**src/rtl/univ_xcvr.sv**
```systemverilog
module univ_xcvr #(
  parameter int W = 18
) (
  input  logic         clk,
  input  logic         rst_n,
  input  logic [W-1:0] a_in,
  output logic [W-1:0] a_out,
  output logic [W-1:0] a_oe,
  input  logic [W-1:0] b_in,
  output logic [W-1:0] b_out,
  output logic [W-1:0] b_oe,
  input  logic         en_ab,
  input  logic         en_ba_n,
  input  logic         lat_ab,
  input  logic         lat_ba,
  input  logic         clk_ab,
  input  logic         clk_ba
);

  logic [W-1:0] st_ab, st_ba;
  logic         ck_ab_q, ck_ba_q;
  logic         rise_ab, rise_ba;

  assign rise_ab = clk_ab & ~ck_ab_q;
  assign rise_ba = clk_ba & ~ck_ba_q;

  always_ff @(posedge clk or negedge rst_n) begin
    if (!rst_n) begin
      st_ab   <= '0;
      ck_ab_q <= 1'b0;
    end else begin
      ck_ab_q <= clk_ab;
      if (lat_ab || rise_ab) st_ab <= a_in;
    end
  end

  always_ff @(posedge clk or negedge rst_n) begin
    if (!rst_n) begin
      st_ba   <= '0;
      ck_ba_q <= 1'b0;
    end else begin
      ck_ba_q <= clk_ba;
      if (lat_ba || rise_ba) st_ba <= b_in;
    end
  end

  assign b_out = lat_ab ? a_in : st_ab;
  assign a_out = lat_ba ? b_in : st_ba;
  assign b_oe  = {W{en_ab}};
  assign a_oe  = {W{~en_ba_n}};

  p_hold_r2: assert property (@(posedge clk) disable iff (!rst_n)
    (!lat_ab && !rise_ab) |=> $stable(st_ab));
  p_capture_r3: assert property (@(posedge clk) disable iff (!rst_n)
    (!lat_ab && rise_ab) |=> (st_ab == $past(a_in)));
  p_track_r5: assert property (@(posedge clk) disable iff (!rst_n)
    lat_ab |=> (st_ab == $past(a_in)));
  p_capture_r7: assert property (@(posedge clk) disable iff (!rst_n)
    (!lat_ba && rise_ba) |=> (st_ba == $past(b_in)));
  p_iso_r8: assert property (@(posedge clk) disable iff (!rst_n)
    (!lat_ba && !rise_ba) |=> $stable(st_ba));
  p_reset_r10: assert property (@(posedge clk)
    !rst_n |=> (st_ab == '0 && st_ba == '0));

endmodule

```
**config.mk**
```make
export PLATFORM = sky130hd
export DESIGN_NAME = univ_xcvr
export DESIGN_NICKNAME = d
export VERILOG_FILES = /design/src/rtl/univ_xcvr.sv
export SDC_FILE = /design/constraint.sdc
export NUM_CORES = 1
export LEC_CHECK = 0
export ABC_AREA = 0
export BUFFER_PORTS_ARGS = -buffer_cell sky130_fd_sc_hd__buf_4
export CAP_MARGIN = 40
export CORE_UTILIZATION = 28
export CTS_CLUSTER_DIAMETER = 150
export CTS_CLUSTER_SIZE = 12
export DETAILED_ROUTE_END_ITERATION = 8
export SYNTH_ARGS = -nofsm -noshare
export SYNTH_HDL_FRONTEND = slang
export SYNTH_SLANG_ARGS = --single-unit
```
**constraint.sdc**
```tcl
create_clock -name clk -period 2.7 [get_ports clk]
set_input_delay 0.27 -clock clk [delete_from_list [all_inputs] [get_ports clk]]
set_output_delay 0.27 -clock clk [all_outputs]
set_load 0.01 [all_outputs]
```
Yosys cells after proc, flatten, opt, wreduce, memory -nomap -nowiden
Cells that the tools add are included.
{"block": "totals", "register_bits": 38}
{"block": "classes", "n_reduce_logical": 2, "n_bitwise": 5, "muxes": 2}
{"cell": "$mux W18", "count": 2}
{"cell": "$not A1 Y1", "count": 3}
{"cell": "$and A1 B1 Y1", "count": 2}
{"cell": "$logic_or A1 B1 Y1", "count": 2}

Depth between registers and ports, before layout
Gate-level depths: netlist of run 1.
{"block": "depth", "depth_word": 3, "depth_mapped": 4, "mapped_depth_nobuf": 3}

Least setup slack after synthesis of run 1
OpenSTA, ideal clock, no wires.
{"block": "synth_timing", "kind": "in2out", "from": "input lat_ba", "to": "output a_out[10]", "setup_slack_ns": 1.452, "arrival_ns": 0.978, "n_path_buf": 2, "required_ns": 2.430, "cell_stages": 3, "path_cell_list": "buf_6 > buf_2 > mux2_2"}
{"block": "synth_via", "elab_chain_len": 1}
{"element": "from (decl)", "line": "15", "rtl": "input logic lat_ba,"}
{"element": "$mux W18", "line": "48", "rtl": "assign a_out = lat_ba ? b_in : st_ba;"}
{"element": "to (decl)", "line": "7", "rtl": "output logic [W-1:0] a_out,"}
No other way between the ends.

Worst setup path in the final report of run 1
{"block": "layout_timing", "from": "register ck_ab_q", "to": "register st_ab[8]"}
{"block": "layout_via", "elab_chain_len": 3}
{"element": "from (decl)", "line": "21", "rtl": "logic ck_ab_q, ck_ba_q;"}
{"element": "from (signal assigned)", "line": "32", "rtl": "ck_ab_q <= clk_ab;"}
{"element": "$not A1 Y1", "line": "24", "rtl": "assign rise_ab = clk_ab & ~ck_ab_q;"}
{"element": "$and A1 B1 Y1", "line": "24"}
{"element": "$logic_or A1 B1 Y1", "line": "33", "rtl": "if (lat_ab || rise_ab) st_ab <= a_in;"}
{"element": "to (signal assigned)", "line": "33"}
{"element": "to (decl)", "line": "20", "rtl": "logic [W-1:0] st_ab, st_ba;"}
No other way between the ends.
A chain may end at the register's enable or synchronous reset.

==> results of run 1 <==
placed cells by master, fill, tap and decap left out:
master,instances
a21oi_4,2
bufinv_16,1
dlygate4sd3_1,1
clkinv_2,2
dfrtp_1,38
inv_1,3
mux2_2,52
buf_4,96
clkbuf_8,5
mux2_4,20
critical path, stage by stage (launching register included):
cell     delay (ns)
dfrtp_1        0.33
inv_1          0.06
a21oi_4        0.60
mux2_2         0.41
how the worst max path moves through the flow:
stage / slack [ns] / from / endpoint / cells past startpoint
after floorplan: 1.45 / lat_ba / a_out[10] / 3
after global placement: 1.06 / lat_ab / st_ab[17] / 3
after detailed placement: 1.04 / lat_ab / st_ab[8] / 3
after CTS: 1.14 / ck_ab_q / st_ab[8] / 3
after global routing: 1.06 / ck_ab_q / st_ab[8] / 3
final: 1.18 / ck_ab_q / st_ab[8] / 3
cell families after synthesis:
logic type,count (synthesis),synth area share [%]
muxes,72,40.0
AOI/OAI and AO/OA,2,1.47
DFF,38,42.9
buffers and inverters,44,15.6
metal layers:
| metal | wire (um) | part of all wire (%) | vias up |
|---|---|---|---|
| met4 | 59 | 1.5 | 0 |
| met5 | 0 | 0 | - |
| li1 | - | - | 626 |
| met3 | 303 | 7.5 | 6 |
| met2 | 1830 | 45 | 61 |
| met1 | 1830 | 46 | 651 |
power breakdown:
group | internal [mW] | switching [mW] | total (mW)
Clock | 0.272 | 0.197 | 0.468
Combinational | 0.238 | 0.145 | 0.383
Sequential | 0.625 | 0.0277 | 0.652
flip-flops by register name (all words and copies together) (netlist names):
register,flops
st_ab,18
st_ba,18
ck_ab_q,1
ck_ba_q,1
area by class of cell:
| cell class | instances | area [sq um] |
|---|---|---|
| Fill cell | 769 | 4840 |
| Multi-Input combinational cell | 74 | 918 |
| Inverter | 3 | 11.3 |
| Clock inverter | 3 | 40.0 |
| Timing Repair Buffer | 97 | 731 |
| Tap cell | 102 | 128 |
| Clock buffer | 5 | 68.8 |
| Sequential cell | 38 | 951 |
stage by stage:
step	total power, mW	setup slack, ns	util, %	instances
finish	1.50	1.18	37.0	322
global route	1.59	1.06	37.0	322
CTS	1.54	1.14	37.0	322
detailed placement	1.05	1.04	35.5	313
global placement	1.05	1.06	35.5	313
floorplan	0.916	1.45	-	156
repair_timing:
item / in CTS / in global routing
hold buffers: 1 / 0
hold endpoints to repair: 38 / 0
setup endpoints to repair: 0 / 0
==> run metrics, run 1 <==
nets about 260; min-delay src clk_ba; Required @ worst endpoint 2.87 ns; Max Fclk 656 MHz; Reg-to-Reg End st_ab[8]; final setup TNS 0 ns; GRT Overall Usage ~9.9%; peak supply drop around 0.19 mV; ranking of synthesized cells by area dfrtp_1 (43%), mux2_2 (26%), mux2_4 (14%); status completed; worst slew pin tran ~0.74 ns; Post-synth ARST share 100%; Initial DRC Count between 40 and 50; Final Cycle Share 56.4%; final instance area 0.00285 sq mm; Remaining DRCs 0; initial antenna violation count 0; Synth Warn # 0; M1 GR Usage 12.6%; largest net degree at the start of global routing 39; # port buffers 96; overall die area 0.00827 sq mm; Final Critical Period 1.52 ns; share of the synthesized area in the top cell type between 40 and 50%; Resized cells post-CTS 0; die height 91.0 um; number of synthesized flops with an enable pin 0; gr busiest metal met2; antenna viol nets, final 0; clock sink total 38; Ant. Diodes 0; RSZ-0062 raised after global routing false; met3 usage 2.93%; Static Leakage 1.35 nW; sequential area share after synthesis a little over two fifths; Most used DFF post-synth dfrtp_1; I/O pins 116; post-synth top area cell dfrtp_1; clock skew 0.00531 ns; FF+latch count, synth 38; Post-Synthesis Cells 156; worst hold endpoint ck_ba_q; Worst R2R Setup Slack 1.18 ns; DP Area 0.00273 sq mm; CP max FO 18; Core ar. approximately 0.0077 sq mm; Layout area overhead 28.5%; Final Max Slew Viols 0; Clock Pin Slew Worst Setup and Hold Paths 0.08 ns; CTS root buffer clkbuf_8; Mean Syn Cell Area 14.2 sq um; Final setup viols 0; Worst Path Class, Setup reg2reg; CTS tree yes; first-pass GRT wire length 6.49 mm; floorplan row count 32; relative slew slack 50.7%; Reg2Reg Depth 3; Die Width 91.0 um; DR vias/cell 4.17; Placer Congestion 0.618; Hold WS 0.114 ns; Hold Fails Final Rpt 0; total CTS buffers 5; worst reg2reg startpoint ck_ab_q; H-tree depth 2; pwr/cell area 528 mW/mm^2; CP Capture Type register; Syn Nets 200; most frequent cell after synthesis mux2_2; DPL Wire Length 2.85 mm; WP data arrival approximately 1.7 ns; Max-Cap Viols 0; GRT overflow 0; final wirelength 4.02 mm; Vias 1,344; hold path depth 1; clock latency on the worst-skew pair 0.29 ns; routing usage on met2 about 16%; initial core utilization between 20% and 30%; layout cell share with drive strength beyond 1 around 81%; TritonRoute pass-1 iters 2; vias in the first global route around 1,300; Setup crit start kind register; Synth top cells by count mux2_2 (52), dfrtp_1 (38), buf_4 (35); Min-Delay Path Class in2reg; Mapped Area 0.00222 sq mm; DR WL/cell approximately 12 um; CTS max path bufs 2; Netlist cell types 9; Post-CTS Setup Inserts 0
(Power assumes the default switching activity.)
==> run 2, diff against run 1 <==
- clock period: 2.7 -> 1.2 ns (I/O delays scaled with it)
==> run metrics, run 2 (synthesized netlist as in run 1, its figures left out) <==
# port buffers 96 (unchanged); antenna viol nets, final 0 (unchanged); GRT Overall Usage 9.94% (+0.034 points); relative slew slack 67.6% (+17 points); WP data arrival 1.07 ns (-0.62 ns); status completed; Min-Delay Path Class in2reg; placed cell count 319 (+1.9%); Seq. cell area 951 sq um (unchanged); Vias 1,386 (+3.1%); clock sink total 38 (unchanged); initial antenna violation count 0 (unchanged); CP Capture Type primary output; DR vias/cell 4.19 (+0.32%); pwr/cell area 1060 mW/mm^2 (+100%); Max Fclk 838 MHz; fillers 743 (-3.4%); CP max FO 2 (-16); total CTS buffers 5 (unchanged); dpl ws 0.0182 ns (-1.02 ns); final wirelength 4.31 mm (+7.2%); Final Cycle Share 99.4%; DP Area 0.00282 sq mm (+3.5%); DR WL/cell 13.0 um (+4.3%); Hold Fails Final Rpt 0 (unchanged); floorplan row count 32 (unchanged); Static Leakage 1.56 nW (+16%); worst path cell trace mux2_4 -> buf_6; clock latency on the worst-skew pair 0.28 ns (about the same); Remaining DRCs 0 (unchanged); TritonRoute pass-1 iters 3 (+1); Worst Setup Slack, final 0.00690 ns (-1.17 ns); CTS max path bufs 2 (unchanged); Setup crit start kind register; Final Critical Period 1.19 ns; largest net degree at the start of global routing 39 (unchanged); Layout area overhead 44.1%; Clock Pin Slew Worst Setup and Hold Paths 0.07 ns (about the same); CP peak stage delay 0.39 ns (-0.21 ns); Worst Path Class, Setup reg2out; Crit path max-delay family flip-flops; RSZ-0062 raised after global routing true; vias in the first global route 1,359 (+3.7%); GRT overflow 0 (unchanged); final instance area 0.00319 sq mm (+12%); Final Max Slew Viols 0 (unchanged); Die Width 91.0 um (unchanged); initial core utilization 28.8% (unchanged); Core ar. 0.00769 sq mm (unchanged); Worst R2R Setup Slack 0.05 ns (-1.13 ns); first-pass GRT wire length 6.56 mm (+1.1%); overall die area 0.00827 sq mm (unchanged); peak supply drop 0.483 mV (+150%); Multi-input gate area 0.00102 sq mm (+11%); commonest non-fill, non-tap cell in the layout buf_4; nets 273 (+3.8%); CTS tree yes; Initial DRC Count 9 (-79%); worst slew pin tran 0.486 ns (-0.252 ns); die height 91.0 um (unchanged); Ant. Diodes 0 (unchanged); Final Instance Count excl. Fillers 331 (+2.8%); DPL Wire Length 2.93 mm (+2.5%); Slowest cell on crit path dfrtp_1; Max-Cap Viols 0 (unchanged); Final setup viols 0 (unchanged); Placer Congestion 0.625 (+1.2%); Required @ worst endpoint 1.08 ns (-1.79 ns); CTS root buffer clkbuf_8; commonest non-fill, non-tap cells in the layout buf_4 (62), mux2_4 (48), dfrtp_1 (38), buf_6 (38), mux2_2 (24); clock skew 0.00203 ns (-0.00327 ns); crit path buf inv count 1 (unchanged); I/O pins 116 (unchanged); Top Registers st_ab (18), st_ba (18); H-tree depth 2 (unchanged); layout cell share with drive strength beyond 1 80.8% (-0.12 points)
run 2: cell count changes in the layout (fill, tap and decap cells not counted), sizes merged:
cell | previous run | this run
dlygate4sd3 | 1 | 3
clkbuf | 5 | 7
clkinv | 2 | 0
bufinv | 1 | 0
buf | 96 | 104
run 2: final timing paths:
kind / startpoint / cells past startpoint / endpoint
max in group asynchronous: rst_n / 2 / ck_ba_q
min reg2reg: st_ab[12] / 1 / st_ab[12]
min in group asynchronous: rst_n / 2 / st_ba[9]
max: st_ab[1] / 2 / b_out[1]
min: a_in[3] / 2 / st_ab[3]
max reg2reg: ck_ab_q / 4 / st_ab[17]
run 2: cell type report:
cell class | count | area share (%)
Multi-Input combinational cell | 74 | 32.1
Timing Repair Buffer | 107 | 31.4
Sequential cell | 38 | 29.8
Tap cell | 102 | 4.00
Clock buffer | 7 | 2.39
Inverter | 3 | 0.353
run 2: metal layers:
metal  vias up  part of all wire, %  global-route usage (%)  wire length (um)
li1        645                    -                       -                 -
met1       673                   44                    12.3              1910
met2        62                   46                    16.2              1990
met3         6                  8.5                    3.52               368
met4         0                  1.1                    3.17                47
met5         -                    0                       0                 0
run 2: power breakdown:
group	leakage (nW)	internal (mW)	switching [mW]
clock network	0.0383	0.400	0.407
registers	0.444	1.41	0.0662
logic	1.08	0.717	0.373
run 2: through the flow:
stage | total power [mW] | util [%] | hold WS (ns) | setup TNS (ns)
floorplan | 2.06 | - | -0.176 | -0.187
global placement | 2.40 | 36.7 | 0.131 | 0
detailed placement | 2.40 | 36.7 | 0.127 | 0
CTS | 3.28 | 38.7 | 0.0586 | -0.0128
global route | 3.56 | 41.5 | 0.0627 | -0.491
finish | 3.37 | 41.5 | 0.0757 | 0
run 2: timing repair:
item | in CTS | in global routing
endpoints found under the hold margin | 40 | 0
hold buffers | 3 | 0
endpoints found under the setup margin | 7 | 42
gates resized for setup | 11 | 55
setup buffers | 0 | 2
